$ cat src/rtl/qtmr_pkg.sv
package qtmr_pkg;
  localparam int QT_STRIDE = 4;           // bytes between registers
  localparam int QT_FIELD  = 4;           // control bits per timer
  localparam logic [31:0] QT_RST_MAGIC = 32'h0001_0000;
  localparam int QT_RST_OFFSET = 'h34;
endpackage

$ cat src/rtl/qtmr_chan.sv
module qtmr_chan #(
  parameter int DW = 32
) (
  input  logic          clk,
  input  logic          rst,
  input  logic          tick_i,
  input  logic          len_we_i,
  input  logic          ctl_we_i,
  input  logic          ctl_go_i,
  input  logic [DW-1:0] wdata_i,
  output logic [DW-1:0] count_o,
  output logic          irq_o
);
  logic [DW-1:0] len_q;
  logic [DW-1:0] cnt_q;
  logic          run_q;
  logic          irq_q;

  always_ff @(posedge clk) begin
    if (rst) begin
      len_q <= '0;
      cnt_q <= '0;
      run_q <= 1'b0;
      irq_q <= 1'b0;
    end else if (len_we_i) begin
      len_q <= wdata_i;
      irq_q <= 1'b0;
      if (wdata_i == '0) begin
        run_q <= 1'b0;
        cnt_q <= '0;
      end else begin
        cnt_q <= wdata_i;
      end
    end else if (ctl_we_i) begin
      irq_q <= 1'b0;
      if (ctl_go_i && (len_q != '0)) begin
        cnt_q <= len_q;
        run_q <= 1'b1;
      end else begin
        run_q <= 1'b0;
      end
    end else if (tick_i && run_q) begin
      if (cnt_q <= DW'(1)) begin
        cnt_q <= len_q;
        irq_q <= 1'b1;
      end else begin
        cnt_q <= cnt_q - DW'(1);
      end
    end
  end

  assign count_o = cnt_q;
  assign irq_o   = irq_q;

  // a running timer always has a nonzero length
  a_r4_run_needs_len: assert property (@(posedge clk) disable iff (rst)
    run_q |-> (len_q != '0));
  // a running count stays within 1..length
  a_r5_count_range: assert property (@(posedge clk) disable iff (rst)
    run_q |-> (cnt_q != '0 && cnt_q <= len_q));
  // the interrupt rises only after a tick on a running timer
  a_r6_irq_cause: assert property (@(posedge clk) disable iff (rst)
    $rose(irq_q) |-> $past(tick_i && run_q));
  // a stopped timer without a write holds its count
  a_r9_hold_stopped: assert property (@(posedge clk) disable iff (rst)
    (!$past(run_q) && !$past(len_we_i) && !$past(ctl_we_i)) |-> $stable(cnt_q));
endmodule

$ cat src/rtl/qtmr_regs.sv
module qtmr_regs
  import qtmr_pkg::*;
#(
  parameter int NT = 4,
  parameter int DW = 32,
  parameter int AW = 8
) (
  input  logic                  clk,
  input  logic                  rst,
  input  logic                  wr_en_i,
  input  logic                  rd_en_i,
  input  logic [AW-1:0]         addr_i,
  input  logic [DW-1:0]         wdata_i,
  input  logic [NT-1:0][DW-1:0] count_i,
  output logic [NT-1:0]         len_we_o,
  output logic                  ctl_we_o,
  output logic [NT-1:0]         ctl_go_o,
  output logic [DW-1:0]         rdata_o
);
  localparam int CTL_OFF = QT_STRIDE * NT;
  localparam int CNT_OFF = CTL_OFF + QT_STRIDE;

  logic [DW-1:0] rd_next;
  logic          cnt_hit;
  logic [DW-1:0] rdata_q;

  assign ctl_we_o = wr_en_i && (addr_i == AW'(CTL_OFF));

  for (genvar g = 0; g < NT; g++) begin : g_dec
    assign len_we_o[g] = wr_en_i && (addr_i == AW'(QT_STRIDE * g));
    assign ctl_go_o[g] = |wdata_i[QT_FIELD*g +: QT_FIELD];
  end

  always_comb begin
    rd_next = '0;
    cnt_hit = 1'b0;
    for (int i = 0; i < NT; i++) begin
      if (addr_i == AW'(CNT_OFF + QT_STRIDE * i)) begin
        rd_next = count_i[i];
        cnt_hit = 1'b1;
      end
    end
  end

  always_ff @(posedge clk) begin
    if (rst) rdata_q <= '0;
    else     rdata_q <= rd_en_i ? rd_next : '0;
  end

  assign rdata_o = rdata_q;

  // reads outside the count window give zero
  a_r8_other_zero: assert property (@(posedge clk) disable iff (rst)
    (rd_en_i && !cnt_hit) |=> (rdata_q == '0));
endmodule

$ cat src/rtl/qtmr_rstreq.sv
module qtmr_rstreq
  import qtmr_pkg::*;
#(
  parameter int DW = 32,
  parameter int AW = 8
) (
  input  logic          clk,
  input  logic          rst,
  input  logic          wr_en_i,
  input  logic [AW-1:0] addr_i,
  input  logic [DW-1:0] wdata_i,
  output logic          req_o
);
  logic req_q;

  always_ff @(posedge clk) begin
    if (rst) req_q <= 1'b0;
    else     req_q <= wr_en_i && (addr_i == AW'(QT_RST_OFFSET))
                      && (wdata_i == DW'(QT_RST_MAGIC));
  end

  assign req_o = req_q;

  // a request only follows the exact magic write
  a_r7_req_cause: assert property (@(posedge clk) disable iff (rst)
    req_q |-> $past(wr_en_i && addr_i == AW'(QT_RST_OFFSET) && wdata_i == DW'(QT_RST_MAGIC)));
endmodule

$ cat src/rtl/qtmr_top.sv
module qtmr_top #(
  parameter int NT = 4,
  parameter int DW = 32,
  parameter int AW = 8
) (
  input  logic          clk,
  input  logic          rst,
  input  logic          tick_en_i,
  input  logic          wr_en_i,
  input  logic          rd_en_i,
  input  logic [AW-1:0] addr_i,
  input  logic [DW-1:0] wdata_i,
  output logic [DW-1:0] rdata_o,
  output logic [NT-1:0] irq_o,
  output logic          sys_rst_req_o
);
  logic [NT-1:0][DW-1:0] count;
  logic [NT-1:0]         len_we;
  logic [NT-1:0]         ctl_go;
  logic                  ctl_we;

  qtmr_regs #(.NT(NT), .DW(DW), .AW(AW)) u_regs (
    .clk(clk), .rst(rst), .wr_en_i(wr_en_i), .rd_en_i(rd_en_i),
    .addr_i(addr_i), .wdata_i(wdata_i), .count_i(count),
    .len_we_o(len_we), .ctl_we_o(ctl_we), .ctl_go_o(ctl_go),
    .rdata_o(rdata_o)
  );

  for (genvar g = 0; g < NT; g++) begin : g_tmr
    qtmr_chan #(.DW(DW)) u_chan (
      .clk(clk), .rst(rst), .tick_i(tick_en_i),
      .len_we_i(len_we[g]), .ctl_we_i(ctl_we), .ctl_go_i(ctl_go[g]),
      .wdata_i(wdata_i), .count_o(count[g]), .irq_o(irq_o[g])
    );
  end

  qtmr_rstreq #(.DW(DW), .AW(AW)) u_rstreq (
    .clk(clk), .rst(rst), .wr_en_i(wr_en_i), .addr_i(addr_i),
    .wdata_i(wdata_i), .req_o(sys_rst_req_o)
  );
endmodule

$ cat config.mk
export PLATFORM = sky130hd
export DESIGN_NAME = qtmr_top
export DESIGN_NICKNAME = d
export VERILOG_FILES = /design/src/rtl/qtmr_pkg.sv /design/src/rtl/qtmr_chan.sv /design/src/rtl/qtmr_regs.sv /design/src/rtl/qtmr_rstreq.sv /design/src/rtl/qtmr_top.sv
export SDC_FILE = /design/constraint.sdc
export NUM_CORES = 1
export LEC_CHECK = 0
export BUFFER_PORTS_ARGS = -buffer_cell sky130_fd_sc_hd__buf_4
export CAP_MARGIN = 40
export CELL_PAD_IN_SITES_DETAIL_PLACEMENT = 1
export CELL_PAD_IN_SITES_GLOBAL_PLACEMENT = 2
export CORE_MARGIN = 2
export CORE_UTILIZATION = 33
export CTS_BUF_LIST = sky130_fd_sc_hd__clkbuf_16
export DETAILED_ROUTE_END_ITERATION = 12
export HOLD_SLACK_MARGIN = 0.02
export PLACE_DENSITY = 0.83
export SYNTH_ARGS = -nofsm -noshare
export SYNTH_HDL_FRONTEND = slang
export SYNTH_SLANG_ARGS = --single-unit
$ cat constraint.sdc
create_clock -name clk -period 3.1 [get_ports clk]
set_clock_uncertainty 0.2 [all_clocks]
set_input_delay 0.31 -clock clk [delete_from_list [all_inputs] [get_ports clk]]
set_output_delay 0.31 -clock clk [all_outputs]
set_load 0.1 [all_outputs]
==> results of run 1 <==
-- cell usage after synthesis (all sizes together), types with 5 or more instances --
cell type / n
inv: 24
ha: 8
or4: 16
buf: 32
a211o: 9
a211oi: 34
nand2b: 8
a21o: 6
or3: 18
nand4b: 5
a32o: 14
nor3: 54
and4: 10
nand3: 51
a21oi: 213
or2: 6
nand4: 34
nor4: 97
nand2: 362
o211ai: 63
dfxtp: 297
a31o: 5
xnor2: 16
o21a: 5
a31oi: 62
a311oi: 6
mux2i: 14
nor4b: 7
o32ai: 26
and3: 9
mux2: 26
a2111oi: 8
nor2: 124
o31ai: 15
xor2: 24
and2: 9
clkbuf: 155
a22oi: 32
o21ai: 107
o41ai: 6
-- kinds of logic after synthesis --
| logic type | synth area share (%) |
|---|---|
| buffers and inverters | 5.33 |
| multiplexers | 2.72 |
| flip-flops | 37.4 |
| adder cells (fa/ha/maj) | 0.630 |
| AND/OR/NAND/NOR | 25.0 |
| AO/OA/AOI/OAI | 26.8 |
| XOR/XNOR | 2.20 |
-- metal layers --
layer / routed length, microns / global-route usage [%]
met4: 2560 / 10.3
met5: 0 / 0
met1: 34500 / 42.5
met2: 33000 / 45.5
met3: 5410 / 4.64
-- how the worst max path moves through the flow --
stage,startpoint,end,slack [ns],cells after the start
2_1_floorplan,g_tmr[1].u_chan.count_o[4],g_tmr[1].u_chan.count_o[27],0.05,8
3_3_place_gp,wdata_i[12],g_tmr[1].u_chan.count_o[28],0.09,8
3_5_place_dp,g_tmr[1].u_chan.count_o[0],g_tmr[1].u_chan.count_o[24],0.04,8
4_1_cts,g_tmr[1].u_chan.count_o[4],g_tmr[1].u_chan.count_o[20],0.10,7
5_1_grt,g_tmr[0].u_chan.count_o[3],g_tmr[0].u_chan.count_o[6],0.004,9
6_report,g_tmr[1].u_chan.count_o[4],g_tmr[1].u_chan.count_o[24],0.08,8
-- metrics by stage --
stage / setup slack, ns / hold WS (ns) / util, % / std cells / total power [W]
6_report: 0.0847 / 0.0563 / 40.7 / 2839 / 0.00898
5_1_grt: 0.00422 / 0.0543 / 40.7 / 2837 / 0.00923
4_1_cts: 0.101 / 0.0295 / 40.6 / 2837 / 0.00905
3_5_place_dp: 0.0415 / 0.263 / 37.4 / 2739 / 0.00456
3_3_place_gp: 0.0912 / 0.256 / 37.3 / 2735 / 0.00455
2_1_floorplan: 0.0460 / 0.237 / - / 2080 / 0.00425
-- cells in the final DEF, fill, tap and decap left out, types with 11 or more instances in the layout --
| cell | instances |
|---|---|
| sky130_fd_sc_hd__nand2_1 | 361 |
| sky130_fd_sc_hd__dfxtp_1 | 297 |
| sky130_fd_sc_hd__buf_4 | 220 |
| sky130_fd_sc_hd__a21oi_1 | 211 |
| sky130_fd_sc_hd__nor2_1 | 122 |
| sky130_fd_sc_hd__o21ai_0 | 106 |
| sky130_fd_sc_hd__nor4_1 | 90 |
| sky130_fd_sc_hd__o211ai_1 | 63 |
| sky130_fd_sc_hd__a31oi_1 | 62 |
| sky130_fd_sc_hd__nor3_1 | 54 |
| sky130_fd_sc_hd__nand3_1 | 49 |
| sky130_fd_sc_hd__clkbuf_16 | 39 |
| sky130_fd_sc_hd__nand4_1 | 34 |
| sky130_fd_sc_hd__a211oi_1 | 34 |
| sky130_fd_sc_hd__dlygate4sd3_1 | 33 |
| sky130_fd_sc_hd__a22oi_1 | 31 |
| sky130_fd_sc_hd__inv_1 | 26 |
| sky130_fd_sc_hd__mux2_2 | 26 |
| sky130_fd_sc_hd__o32ai_1 | 26 |
| sky130_fd_sc_hd__xor2_1 | 24 |
| sky130_fd_sc_hd__or3_1 | 18 |
| sky130_fd_sc_hd__xnor2_1 | 16 |
| sky130_fd_sc_hd__a32o_1 | 14 |
| sky130_fd_sc_hd__mux2i_1 | 14 |
| sky130_fd_sc_hd__o31ai_1 | 13 |
| sky130_fd_sc_hd__or4_1 | 12 |
| sky130_fd_sc_hd__clkinv_2 | 11 |
-- area by class of cell --
cell class	instances	area, sq um	area share (%)
Multi-Input combinational cell	1572	9180	47.4
Sequential cell	297	5950	30.7
Timing Repair Buffer	264	2180	11.2
Clock buffer	39	976	5.04
Tap cell	615	769	3.97
Clock inverter	26	226	1.17
Inverter	24	90.1	0.465
Antenna cell	2	5.00	0.0258
-- state kept, by name (all words and copies together), names as in the netlist --
register              count
g_tmr.u_chan.run_q        4
g_tmr.u_chan.irq_o        4
u_regs.rdata_o           32
g_tmr.u_chan.len_q      128
u_rstreq.req_o            1
g_tmr.u_chan.count_o    128
-- power groups by stage --
stage	clock, W	sequential (W)	combinational, W
2_1_floorplan	0	0.00391	0.000337
3_3_place_gp	0	0.00391	0.000640
3_5_place_dp	0	0.00391	0.000646
4_1_cts	0.00454	0.00383	0.000683
5_1_grt	0.00467	0.00383	0.000733
6_report	0.00446	0.00383	0.000696
-- critical path: cells and delay by family, from the launching register on --
| kind | cells | cell delay, ns |
|---|---|---|
| and+or+nand+nor | 4 | 1.61 |
| AOI/OAI and AO/OA | 2 | 0.43 |
| buffers and inverters | 2 | 0.38 |
| DFF | 1 | 0.30 |
-- what timing repair did --
item,CTS,global route
endpoints found under the hold margin,196,0
gates resized for setup,1,6
endpoints found under the setup margin,1,30
hold buffers,33,0
==> metrics.txt, run 1 <==
# TYPE chip_impl_metric gauge
chip_impl_metric{name="number_of_max_cap_violations",unit=""} 0
chip_impl_metric{name="postSynth.asyncResetShare",unit="%"} 0
chip_impl_metric{name="area_overhead_of_the_layout_relative_to_synthesis",unit="%"} 21.8
chip_impl_metric{name="via_per_inst",unit=""} 6.18
chip_impl_metric{name="post_synth_num_cell_types",unit=""} 79
chip_impl_info{name="worst_path_most_repeated_cell",value="sky130_fd_sc_hd__buf_4"} 1
chip_impl_metric{name="clk_transition_reported_paths",unit="ns"} 0.06
chip_impl_metric{name="drt_pre_antenna_iters",unit=""} 5
chip_impl_metric{name="reg2reg_path_depth",unit=""} 8
chip_impl_metric{name="int_pwr",unit="W"} 0.00667
chip_impl_metric{name="p_sw",unit="W"} 0.00231
chip_impl_metric{name="cts-htree-levels",unit=""} 2
chip_impl_metric{name="seqPwrFrac",unit="%"} 42.6
chip_impl_metric{name="finalCritPeriodShare",unit="%"} 97.3
chip_impl_metric{name="pin_count_of_the_biggest_net_entering_global_routing",unit=""} 70
chip_impl_metric{name="worst_slew_margin_rel",unit="%"} 42.1
chip_impl_info{name="outcome",value="complete, no violations"} 1
chip_impl_info{name="synth_largest_area_cell",value="sky130_fd_sc_hd__dfxtp_1"} 1
chip_impl_metric{name="die_w",unit="microns"} 224
chip_impl_info{name="hold_sp",value="wdata_i[14]"} 1
chip_impl_metric{name="hpwlAfterDp",unit="microns"} 54900
chip_impl_metric{name="fp.dieH",unit="microns"} 224
chip_impl_info{name="min_to",value="g_tmr[1].u_chan.len_q[14]"} 1
chip_impl_metric{name="rows",unit=""} 80
chip_impl_metric{name="cp.required",unit="ns"} 3.38
chip_impl_info{name="worstSetupEndpointType",value="flop"} 1
chip_impl_metric{name="clock_power_share",unit="%"} 49.6
chip_impl_info{name="rsz0062_at_grt",value="no"} 1
chip_impl_metric{name="placement.cell_area",unit="sq um"} 17800
chip_impl_metric{name="tightestPinTransition",unit="ns"} 0.865
chip_impl_metric{name="gr-usage-all-layers",unit="%"} 29.8
chip_impl_metric{name="cellPowerDensity",unit="nW/um^2"} 464
chip_impl_info{name="worst_path_max_delay_cell",value="sky130_fd_sc_hd__or4_1"} 1
chip_impl_metric{name="route.vias.total",unit=""} 17554
chip_impl_metric{name="critPathMaxStageDelay",unit="ns"} 0.57
chip_impl_metric{name="drtIter0Drc",unit=""} 1657
chip_impl_info{name="cts.root.buffer_cell",value="sky130_fd_sc_hd__clkbuf_16"} 1
chip_impl_metric{name="postCtsSetupRepairBufs",unit=""} 0
chip_impl_metric{name="fill_cells",unit=""} 5735
chip_impl_info{name="reg2reg_to",value="g_tmr[1].u_chan.count_o[24]"} 1
chip_impl_metric{name="vias_in_the_first_global_route",unit=""} 17304
chip_impl_metric{name="clk_latency",unit="ns"} 0.58
chip_impl_metric{name="final_count_of_pins_violating_max_slew",unit=""} 0
chip_impl_metric{name="power.share.combinational",unit="%"} 7.7
chip_impl_metric{name="cp.arrival",unit="ns"} 3.30
chip_impl_metric{name="overflow",unit=""} 0
chip_impl_metric{name="post_route_cells_drive_above_1_share",unit="%"} 16.2
chip_impl_info{name="startpoint_type",value="flop"} 1
chip_impl_info{name="path_class",value="reg2reg"} 1
chip_impl_metric{name="wire_per_inst",unit="microns"} 26.6
chip_impl_info{name="timing.hold.worst.class",value="in2reg"} 1
chip_impl_info{name="regToRegStartpoint",value="g_tmr[1].u_chan.count_o[4]"} 1
chip_impl_metric{name="drtAntennaViolNets",unit=""} 0
chip_impl_metric{name="number_of_buffers_on_the_longest_clock_path",unit=""} 3
chip_impl_metric{name="setup-violations-final",unit=""} 0
chip_impl_metric{name="finalHoldViolations",unit=""} 0
chip_impl_metric{name="number_of_enable_type_register_cells_in_the_synthesized_netlist",unit=""} 0
chip_impl_metric{name="wire_length_of_the_first_global_routing_pass",unit="microns"} 113000
chip_impl_metric{name="layout.cell_area.non_filler",unit="sq um"} 19400
chip_impl_metric{name="worst-r2r-setup-slack",unit="ns"} 0.08
chip_impl_metric{name="maxClockFrequency",unit="MHz"} 332
chip_impl_metric{name="yosysWarningCount",unit=""} 0
chip_impl_metric{name="yosysSeqAreaShare",unit="%"} 37.4
chip_impl_metric{name="tns",unit="ns"} 0
chip_impl_metric{name="globalplace.congestion",unit=""} 0.972
chip_impl_metric{name="cts.sink_count",unit=""} 297
chip_impl_metric{name="port_buffers",unit=""} 81
chip_impl_metric{name="cts_buffers",unit=""} 38
chip_impl_metric{name="crit_path_max_fanout",unit=""} 8
chip_impl_metric{name="syn_inst_count",unit=""} 2080
chip_impl_metric{name="power_leakage",unit="nW"} 7.23
chip_impl_metric{name="coreArea",unit="sq um"} 47600
chip_impl_metric{name="design.final.nets",unit=""} 2250
chip_impl_metric{name="dieArea",unit="sq um"} 50000
chip_impl_metric{name="detail_route.wirelength",unit="microns"} 75500
chip_impl_metric{name="post_synth_design_cell_area",unit="sq um"} 15900
chip_impl_metric{name="netlist.area_leader.share",unit="%"} 37.4
chip_impl_metric{name="top_level_ports",unit=""} 82
chip_impl_metric{name="final_routed_drc_violation_total",unit=""} 0
chip_impl_metric{name="start_util",unit="%"} 33.4
chip_impl_metric{name="synth_area_per_cell",unit="sq um"} 7.64
chip_impl_metric{name="synth_seq_cells",unit=""} 297
chip_impl_info{name="cp_cell_sequence",value="or4_1, or4_4, buf_4, nor4_4, nor2_1, buf_4, a211o_1, a31oi_1"} 1
chip_impl_metric{name="antenna_violations_before_repair",unit=""} 0
chip_impl_metric{name="synth_nets",unit=""} 2133
chip_impl_metric{name="power.ir.vdd_worst",unit="V"} 0.000411
chip_impl_metric{name="netSwitchingFraction",unit="%"} 25.8
chip_impl_metric{name="final.min_clock_period",unit="ns"} 3.02
chip_impl_info{name="dominantRegCellSynth",value="sky130_fd_sc_hd__dfxtp_1"} 1
chip_impl_info{name="cts_tree",value="done"} 1
chip_impl_metric{name="whs_path_depth",unit=""} 4
chip_impl_info{name="synth_area_leaders",value="sky130_fd_sc_hd__dfxtp_1, sky130_fd_sc_hd__nand2_1, sky130_fd_sc_hd__a21oi_1, sky130_fd_sc_hd__nor4_1, sky130_fd_sc_hd__clkbuf_1"} 1
No activity file was read; power rests on OpenSTA's default activity.
==> run 2: changes to the inputs <==
- CORE_UTILIZATION: 33 -> 37
- PLACE_DENSITY: 0.83 -> 0.88
- clock period: 3.1 -> 2.9 ns (I/O delays scaled with it)
==> metrics.txt, run 2 (synthesized netlist as in run 1, its figures left out) <==
# TYPE chip_impl_metric gauge
chip_impl_metric{name="cp.arrival",unit="ns"} 3.22
chip_impl_info{name="violated_checks",value="setup timing"} 1
chip_impl_info{name="path_class",value="reg2reg"} 1
chip_impl_metric{name="final_count_of_pins_violating_max_slew",unit=""} 0
chip_impl_metric{name="cp.required",unit="ns"} 3.18
chip_impl_metric{name="number_of_max_cap_violations",unit=""} 0
chip_impl_metric{name="port_buffers",unit=""} 81
chip_impl_metric{name="area_overhead_of_the_layout_relative_to_synthesis",unit="%"} 25.6
chip_impl_metric{name="fin_ws",unit="ns"} -0.0417
chip_impl_metric{name="rows",unit=""} 75
chip_impl_metric{name="whs",unit="ns"} 0.0457
chip_impl_metric{name="antenna_violations_before_repair",unit=""} 1
chip_impl_metric{name="number_of_buffers_on_the_longest_clock_path",unit=""} 3
chip_impl_metric{name="cts.sink_count",unit=""} 297
chip_impl_metric{name="route.vias.total",unit=""} 17938
chip_impl_metric{name="maxClockFrequency",unit="MHz"} 340
chip_impl_metric{name="globalplace.congestion",unit=""} 0.956
chip_impl_metric{name="power.ir.vdd_worst",unit="V"} 0.000423
chip_impl_metric{name="top_level_ports",unit=""} 82
chip_impl_metric{name="vias_in_the_first_global_route",unit=""} 17608
chip_impl_metric{name="worst-r2r-setup-slack",unit="ns"} -0.04
chip_impl_metric{name="wire_length_of_the_first_global_routing_pass",unit="microns"} 113000
chip_impl_metric{name="reg2reg_path_depth",unit=""} 8
chip_impl_metric{name="drt_pre_antenna_iters",unit=""} 7
chip_impl_metric{name="drtAntennaViolNets",unit=""} 0
chip_impl_metric{name="gr-usage-all-layers",unit="%"} 33.4
chip_impl_metric{name="cellPowerDensity",unit="nW/um^2"} 462
chip_impl_metric{name="cts_buffers",unit=""} 36
chip_impl_metric{name="design.final.nets",unit=""} 2310
chip_impl_metric{name="tightestPinTransition",unit="ns"} 0.747
chip_impl_info{name="timing.hold.worst.class",value="in2reg"} 1
chip_impl_metric{name="drtIter0Drc",unit=""} 1623
chip_impl_metric{name="power.share.combinational",unit="%"} 8.9
chip_impl_metric{name="worst_slew_margin_rel",unit="%"} 49.8
chip_impl_info{name="rsz0062_at_grt",value="yes"} 1
chip_impl_info{name="startpoint_type",value="flop"} 1
chip_impl_metric{name="detail_route.wirelength",unit="microns"} 75800
chip_impl_metric{name="pin_count_of_the_biggest_net_entering_global_routing",unit=""} 85
chip_impl_info{name="reg2reg_to",value="g_tmr[1].u_chan.count_o[13]"} 1
chip_impl_info{name="cts_tree",value="done"} 1
chip_impl_metric{name="start_util",unit="%"} 37.7
chip_impl_metric{name="final_routed_drc_violation_total",unit=""} 0
chip_impl_info{name="worstSetupEndpointType",value="flop"} 1
chip_impl_info{name="outcome",value="finished, violations left"} 1
chip_impl_metric{name="crit_path_max_fanout",unit=""} 8
chip_impl_metric{name="wire_per_inst",unit="microns"} 26.9
chip_impl_metric{name="coreArea",unit="sq um"} 42200
chip_impl_metric{name="finalCritPeriodShare",unit="%"} 101
chip_impl_metric{name="via_per_inst",unit=""} 6.36
chip_impl_metric{name="netSwitchingFraction",unit="%"} 26.5
chip_impl_metric{name="die_w",unit="microns"} 211
chip_impl_metric{name="setup-violations-final",unit=""} 3
chip_impl_info{name="regToRegStartpoint",value="g_tmr[1].u_chan.count_o[14]"} 1
chip_impl_metric{name="final_cells",unit=""} 2821
chip_impl_metric{name="clock_power_share",unit="%"} 46.7
chip_impl_metric{name="post_route_cells_drive_above_1_share",unit="%"} 19.4
chip_impl_info{name="cts.root.buffer_cell",value="sky130_fd_sc_hd__clkbuf_16"} 1
chip_impl_metric{name="p_sw",unit="W"} 0.00244
chip_impl_metric{name="tns",unit="ns"} -0.0494
chip_impl_metric{name="finalHoldViolations",unit=""} 0
chip_impl_metric{name="seqPwrFrac",unit="%"} 44.4
chip_impl_metric{name="power_leakage",unit="nW"} 7.59
chip_impl_metric{name="hpwlAfterDp",unit="microns"} 54400
chip_impl_metric{name="int_pwr",unit="W"} 0.00678
chip_impl_info{name="most_common_library_cell_in_the_layout_ignoring_fill_and_taps",value="sky130_fd_sc_hd__nand2_1"} 1
chip_impl_metric{name="place_inst",unit=""} 2711
chip_impl_metric{name="fp.dieH",unit="microns"} 211
chip_impl_info{name="worst_setup_path_endpoint",value="g_tmr[1].u_chan.count_o[13]"} 1
chip_impl_metric{name="dieArea",unit="sq um"} 44700
chip_impl_metric{name="clk_latency",unit="ns"} 0.56
chip_impl_metric{name="cts-htree-levels",unit=""} 2
chip_impl_metric{name="overflow",unit=""} 0
chip_impl_metric{name="clk_transition_reported_paths",unit="ns"} 0.06
chip_impl_metric{name="final.min_clock_period",unit="ns"} 2.94
chip_impl_info{name="mostFrequentLayoutCells",value="sky130_fd_sc_hd__nand2_1, sky130_fd_sc_hd__dfxtp_1, sky130_fd_sc_hd__buf_4, sky130_fd_sc_hd__a21oi_1, sky130_fd_sc_hd__nor2_1"} 1
chip_impl_metric{name="antenna-diode-count",unit=""} 0
chip_impl_info{name="setup.worst_path.start",value="g_tmr[1].u_chan.count_o[14]"} 1
==> run 2: power groups by stage <==
| stage | registers, W | logic (W) | clock network (W) |
|---|---|---|---|
| 2_1_floorplan | 0.00418 | 0.000361 | 0 |
| 3_3_place_gp | 0.00418 | 0.000718 | 0 |
| 3_5_place_dp | 0.00418 | 0.000730 | 0 |
| 4_1_cts | 0.00409 | 0.000785 | 0.00437 |
| 5_1_grt | 0.00409 | 0.000857 | 0.00453 |
| 6_report | 0.00409 | 0.000820 | 0.00431 |
==> run 2: worst min path at each step <==
stage | from | end | slack [ns] | cells past startpoint
floorplan | wdata_i[15] | g_tmr[0].u_chan.len_q[15] | 0.23 | 2
detailed placement | g_tmr[0].u_chan.len_q[8] | g_tmr[0].u_chan.len_q[8] | 0.27 | 2
finish | wdata_i[8] | g_tmr[2].u_chan.len_q[8] | 0.05 | 4
global route | wdata_i[6] | g_tmr[2].u_chan.len_q[6] | 0.04 | 4
CTS | wdata_i[6] | g_tmr[2].u_chan.len_q[6] | 0.02 | 4
global placement | g_tmr[3].u_chan.len_q[1] | g_tmr[3].u_chan.len_q[1] | 0.25 | 2
==> run 2: stage by stage <==
step,power (W),utilization (%),worst slack (ns),cell area [sq um]
after floorplan,0.00454,-,0.000727,15900
after CTS,0.00925,46.8,-0.0157,19800
after global routing,0.00947,47.3,-0.110,20000
final,0.00922,47.3,-0.0417,20000
after global placement,0.00490,43.1,-0.0377,18200
after detailed placement,0.00491,43.1,-0.0841,18200
==> run 2: area by class of cell <==
type,count,area (sq um)
fillers,5079,22300
clock inverters,26,150
repair buffers,325,2830
clock buffers,37,926
inverters,24,90.1
multi-input cells,1573,9360
well taps,539,674
flip-flops and latches,297,5950
==> run 2: timing repair <==
item	4_1_cts	5_1_grt
hold buffers	37	0
buffers inserted	3	5
endpoints found under the hold margin	173	0
cloned	1	1
resized for setup	17	33
pin swaps	21	15
endpoints found under the setup margin	4	39
==> run 2: worst max-delay path, cell delays in order, from the launching register on <==
cell                       delay (ns)
sky130_fd_sc_hd__dfxtp_2         0.32
sky130_fd_sc_hd__or4_4           0.53
sky130_fd_sc_hd__or4_4           0.50
sky130_fd_sc_hd__or4_4           0.54
sky130_fd_sc_hd__buf_12          0.18
sky130_fd_sc_hd__buf_12          0.15
sky130_fd_sc_hd__a21boi_2        0.15
sky130_fd_sc_hd__o221ai_2        0.10
sky130_fd_sc_hd__a21oi_1         0.18
==> run 2: routing by layer <==
metal	up-vias	GRT usage [%]	wire, microns
li1	8093	-	-
met1	8853	46.6	33000
met2	802	49.2	32100
met3	188	6.28	6590
met4	2	16.4	4110
met5	-	0	7
==> run 3: changes to the inputs <==
- GPL_ROUTABILITY_DRIVEN: not set -> 0
- SKIP_LAST_GASP: not set -> 1
==> metrics.txt, run 3 (synthesized netlist as in run 1, its figures left out) <==
# TYPE chip_impl_metric gauge
chip_impl_metric{name="start_util",unit="%"} 37.7
chip_impl_metric{name="final_count_of_pins_violating_max_slew",unit=""} 0
chip_impl_metric{name="power_leakage",unit="nW"} 7.50
chip_impl_metric{name="place_inst",unit=""} 2695
chip_impl_metric{name="detail_route.wirelength",unit="microns"} 75200
chip_impl_metric{name="clk_transition_reported_paths",unit="ns"} 0.06
chip_impl_metric{name="finalCritPeriodShare",unit="%"} 101
chip_impl_info{name="startpoint_type",value="flop"} 1
chip_impl_metric{name="hpwlAfterDp",unit="microns"} 53600
chip_impl_metric{name="worst-r2r-setup-slack",unit="ns"} -0.02
chip_impl_metric{name="number_of_buffers_on_the_longest_clock_path",unit=""} 3
chip_impl_metric{name="design.final.nets",unit=""} 2290
chip_impl_info{name="path_class",value="reg2reg"} 1
chip_impl_metric{name="dieArea",unit="sq um"} 44700
chip_impl_metric{name="wire_length_of_the_first_global_routing_pass",unit="microns"} 112000
chip_impl_metric{name="final_routed_drc_violation_total",unit=""} 0
chip_impl_metric{name="cp.required",unit="ns"} 3.12
chip_impl_info{name="outcome",value="finished, violations left"} 1
chip_impl_info{name="mostFrequentLayoutCells",value="sky130_fd_sc_hd__nand2_1, sky130_fd_sc_hd__dfxtp_1, sky130_fd_sc_hd__buf_4, sky130_fd_sc_hd__a21oi_1, sky130_fd_sc_hd__nor2_1"} 1
chip_impl_metric{name="route.vias.total",unit=""} 18147
chip_impl_metric{name="cts_buffers",unit=""} 36
chip_impl_metric{name="fin_ws",unit="ns"} -0.0218
chip_impl_metric{name="pin_count_of_the_biggest_net_entering_global_routing",unit=""} 76
chip_impl_metric{name="cts-htree-levels",unit=""} 2
chip_impl_metric{name="whs",unit="ns"} 0.0455
chip_impl_metric{name="final_cells",unit=""} 2797
chip_impl_metric{name="area_overhead_of_the_layout_relative_to_synthesis",unit="%"} 24.8
chip_impl_metric{name="drt_pre_antenna_iters",unit=""} 7
chip_impl_metric{name="via_per_inst",unit=""} 6.49
chip_impl_metric{name="clk_latency",unit="ns"} 0.56
chip_impl_metric{name="finalHoldViolations",unit=""} 0
chip_impl_metric{name="top_level_ports",unit=""} 82
chip_impl_metric{name="number_of_max_cap_violations",unit=""} 0
chip_impl_metric{name="rows",unit=""} 75
chip_impl_metric{name="cellPowerDensity",unit="nW/um^2"} 459
chip_impl_info{name="most_common_library_cell_in_the_layout_ignoring_fill_and_taps",value="sky130_fd_sc_hd__nand2_1"} 1
chip_impl_info{name="cts_tree",value="done"} 1
chip_impl_metric{name="power.ir.vdd_worst",unit="V"} 0.000293
chip_impl_info{name="worstSetupEndpointType",value="flop"} 1
chip_impl_metric{name="total_power",unit="W"} 0.00911
chip_impl_metric{name="coreArea",unit="sq um"} 42200
chip_impl_metric{name="overflow",unit=""} 0
chip_impl_info{name="timing.hold.worst.class",value="in2reg"} 1
chip_impl_metric{name="port_buffers",unit=""} 81
chip_impl_info{name="rsz0062_at_grt",value="yes"} 1
chip_impl_metric{name="cp.arrival",unit="ns"} 3.14
chip_impl_metric{name="tightestPinTransition",unit="ns"} 0.932
chip_impl_metric{name="crit_path_max_fanout",unit=""} 6
chip_impl_metric{name="vias_in_the_first_global_route",unit=""} 18010
chip_impl_metric{name="antenna_violations_before_repair",unit=""} 0
chip_impl_metric{name="pre_cts_slack",unit="ns"} -0.0347
chip_impl_info{name="cts.root.buffer_cell",value="sky130_fd_sc_hd__clkbuf_16"} 1
chip_impl_metric{name="setup-violations-final",unit=""} 4
chip_impl_metric{name="wire_per_inst",unit="microns"} 26.9
chip_impl_metric{name="worst_slew_margin_rel",unit="%"} 37.7
chip_impl_metric{name="drtAntennaViolNets",unit=""} 0
chip_impl_info{name="violated_checks",value="setup timing"} 1
chip_impl_metric{name="die_w",unit="microns"} 211
chip_impl_metric{name="fp.dieH",unit="microns"} 211
chip_impl_metric{name="cts.sink_count",unit=""} 297
chip_impl_metric{name="final.min_clock_period",unit="ns"} 2.92
chip_impl_metric{name="post_route_cells_drive_above_1_share",unit="%"} 18.5
chip_impl_metric{name="utilization",unit="%"} 47.0
chip_impl_metric{name="gr-usage-all-layers",unit="%"} 33.0
chip_impl_metric{name="drtIter0Drc",unit=""} 1820
chip_impl_metric{name="maxClockFrequency",unit="MHz"} 342
run 3: path summary, 6_finish.rpt:
path | start | to | depth (start not counted)
worst min-delay path | wdata_i[8] | g_tmr[3].u_chan.len_q[8] | 4
worst max-delay path | g_tmr[1].u_chan.count_o[5] | g_tmr[1].u_chan.count_o[19] | 9
worst max register to register | g_tmr[1].u_chan.count_o[5] | g_tmr[1].u_chan.count_o[19] | 9
worst min register to register | g_tmr[2].u_chan.len_q[4] | g_tmr[2].u_chan.len_q[4] | 2
run 3: where the power goes:
group	total, W	switching [W]	internal [W]
combinational	0.000805	0.000513	0.000291
sequential	0.00409	0.00000746	0.00409
clock	0.00421	0.00184	0.00237
run 3: layout make-up:
| class | instances | area (sq um) |
|---|---|---|
| multi-input cells | 1572 | 9380 |
| well taps | 539 | 674 |
| clock inverters | 21 | 110 |
| inverters | 24 | 90.1 |
| flip-flops and latches | 297 | 5950 |
| repair buffers | 306 | 2720 |
| clock buffers | 37 | 926 |
| fillers | 5105 | 22400 |
| diodes | 1 | 2.50 |
run 3: layer usage:
metal	global-route usage (%)	wire length, microns
met1	45.1	32100
met2	49.4	32100
met3	5.79	6560
met4	17.8	4400
met5	0	0
run 3: stage by stage:
stage / area, sq um / setup TNS [ns]
after floorplan: 15900 / 0
after global placement: 18100 / 0
after detailed placement: 18100 / -0.0556
after CTS: 19500 / -0.0915
after global routing: 19800 / -0.819
final: 19900 / -0.0453
run 3: worst max-delay path, cell delays in order, from the launching register on:
cell and delay [ns]:
sky130_fd_sc_hd__dfxtp_2 0.32, sky130_fd_sc_hd__or4_4 0.54, sky130_fd_sc_hd__or4_4 0.50, sky130_fd_sc_hd__buf_4 0.17, sky130_fd_sc_hd__nor4_4 0.26, sky130_fd_sc_hd__buf_4 0.20
sky130_fd_sc_hd__buf_6 0.13, sky130_fd_sc_hd__nor4b_1 0.05, sky130_fd_sc_hd__a211oi_1 0.27, sky130_fd_sc_hd__o21ai_0 0.16
run 3: repair_timing:
action,4_1_cts,5_1_grt
resized for setup,6,52
gates cloned,0,2
pin swaps,1,36
buffers inserted,1,4
hold buffers,36,0
setup endpoints to repair,3,40
endpoints found under the hold margin,179,0
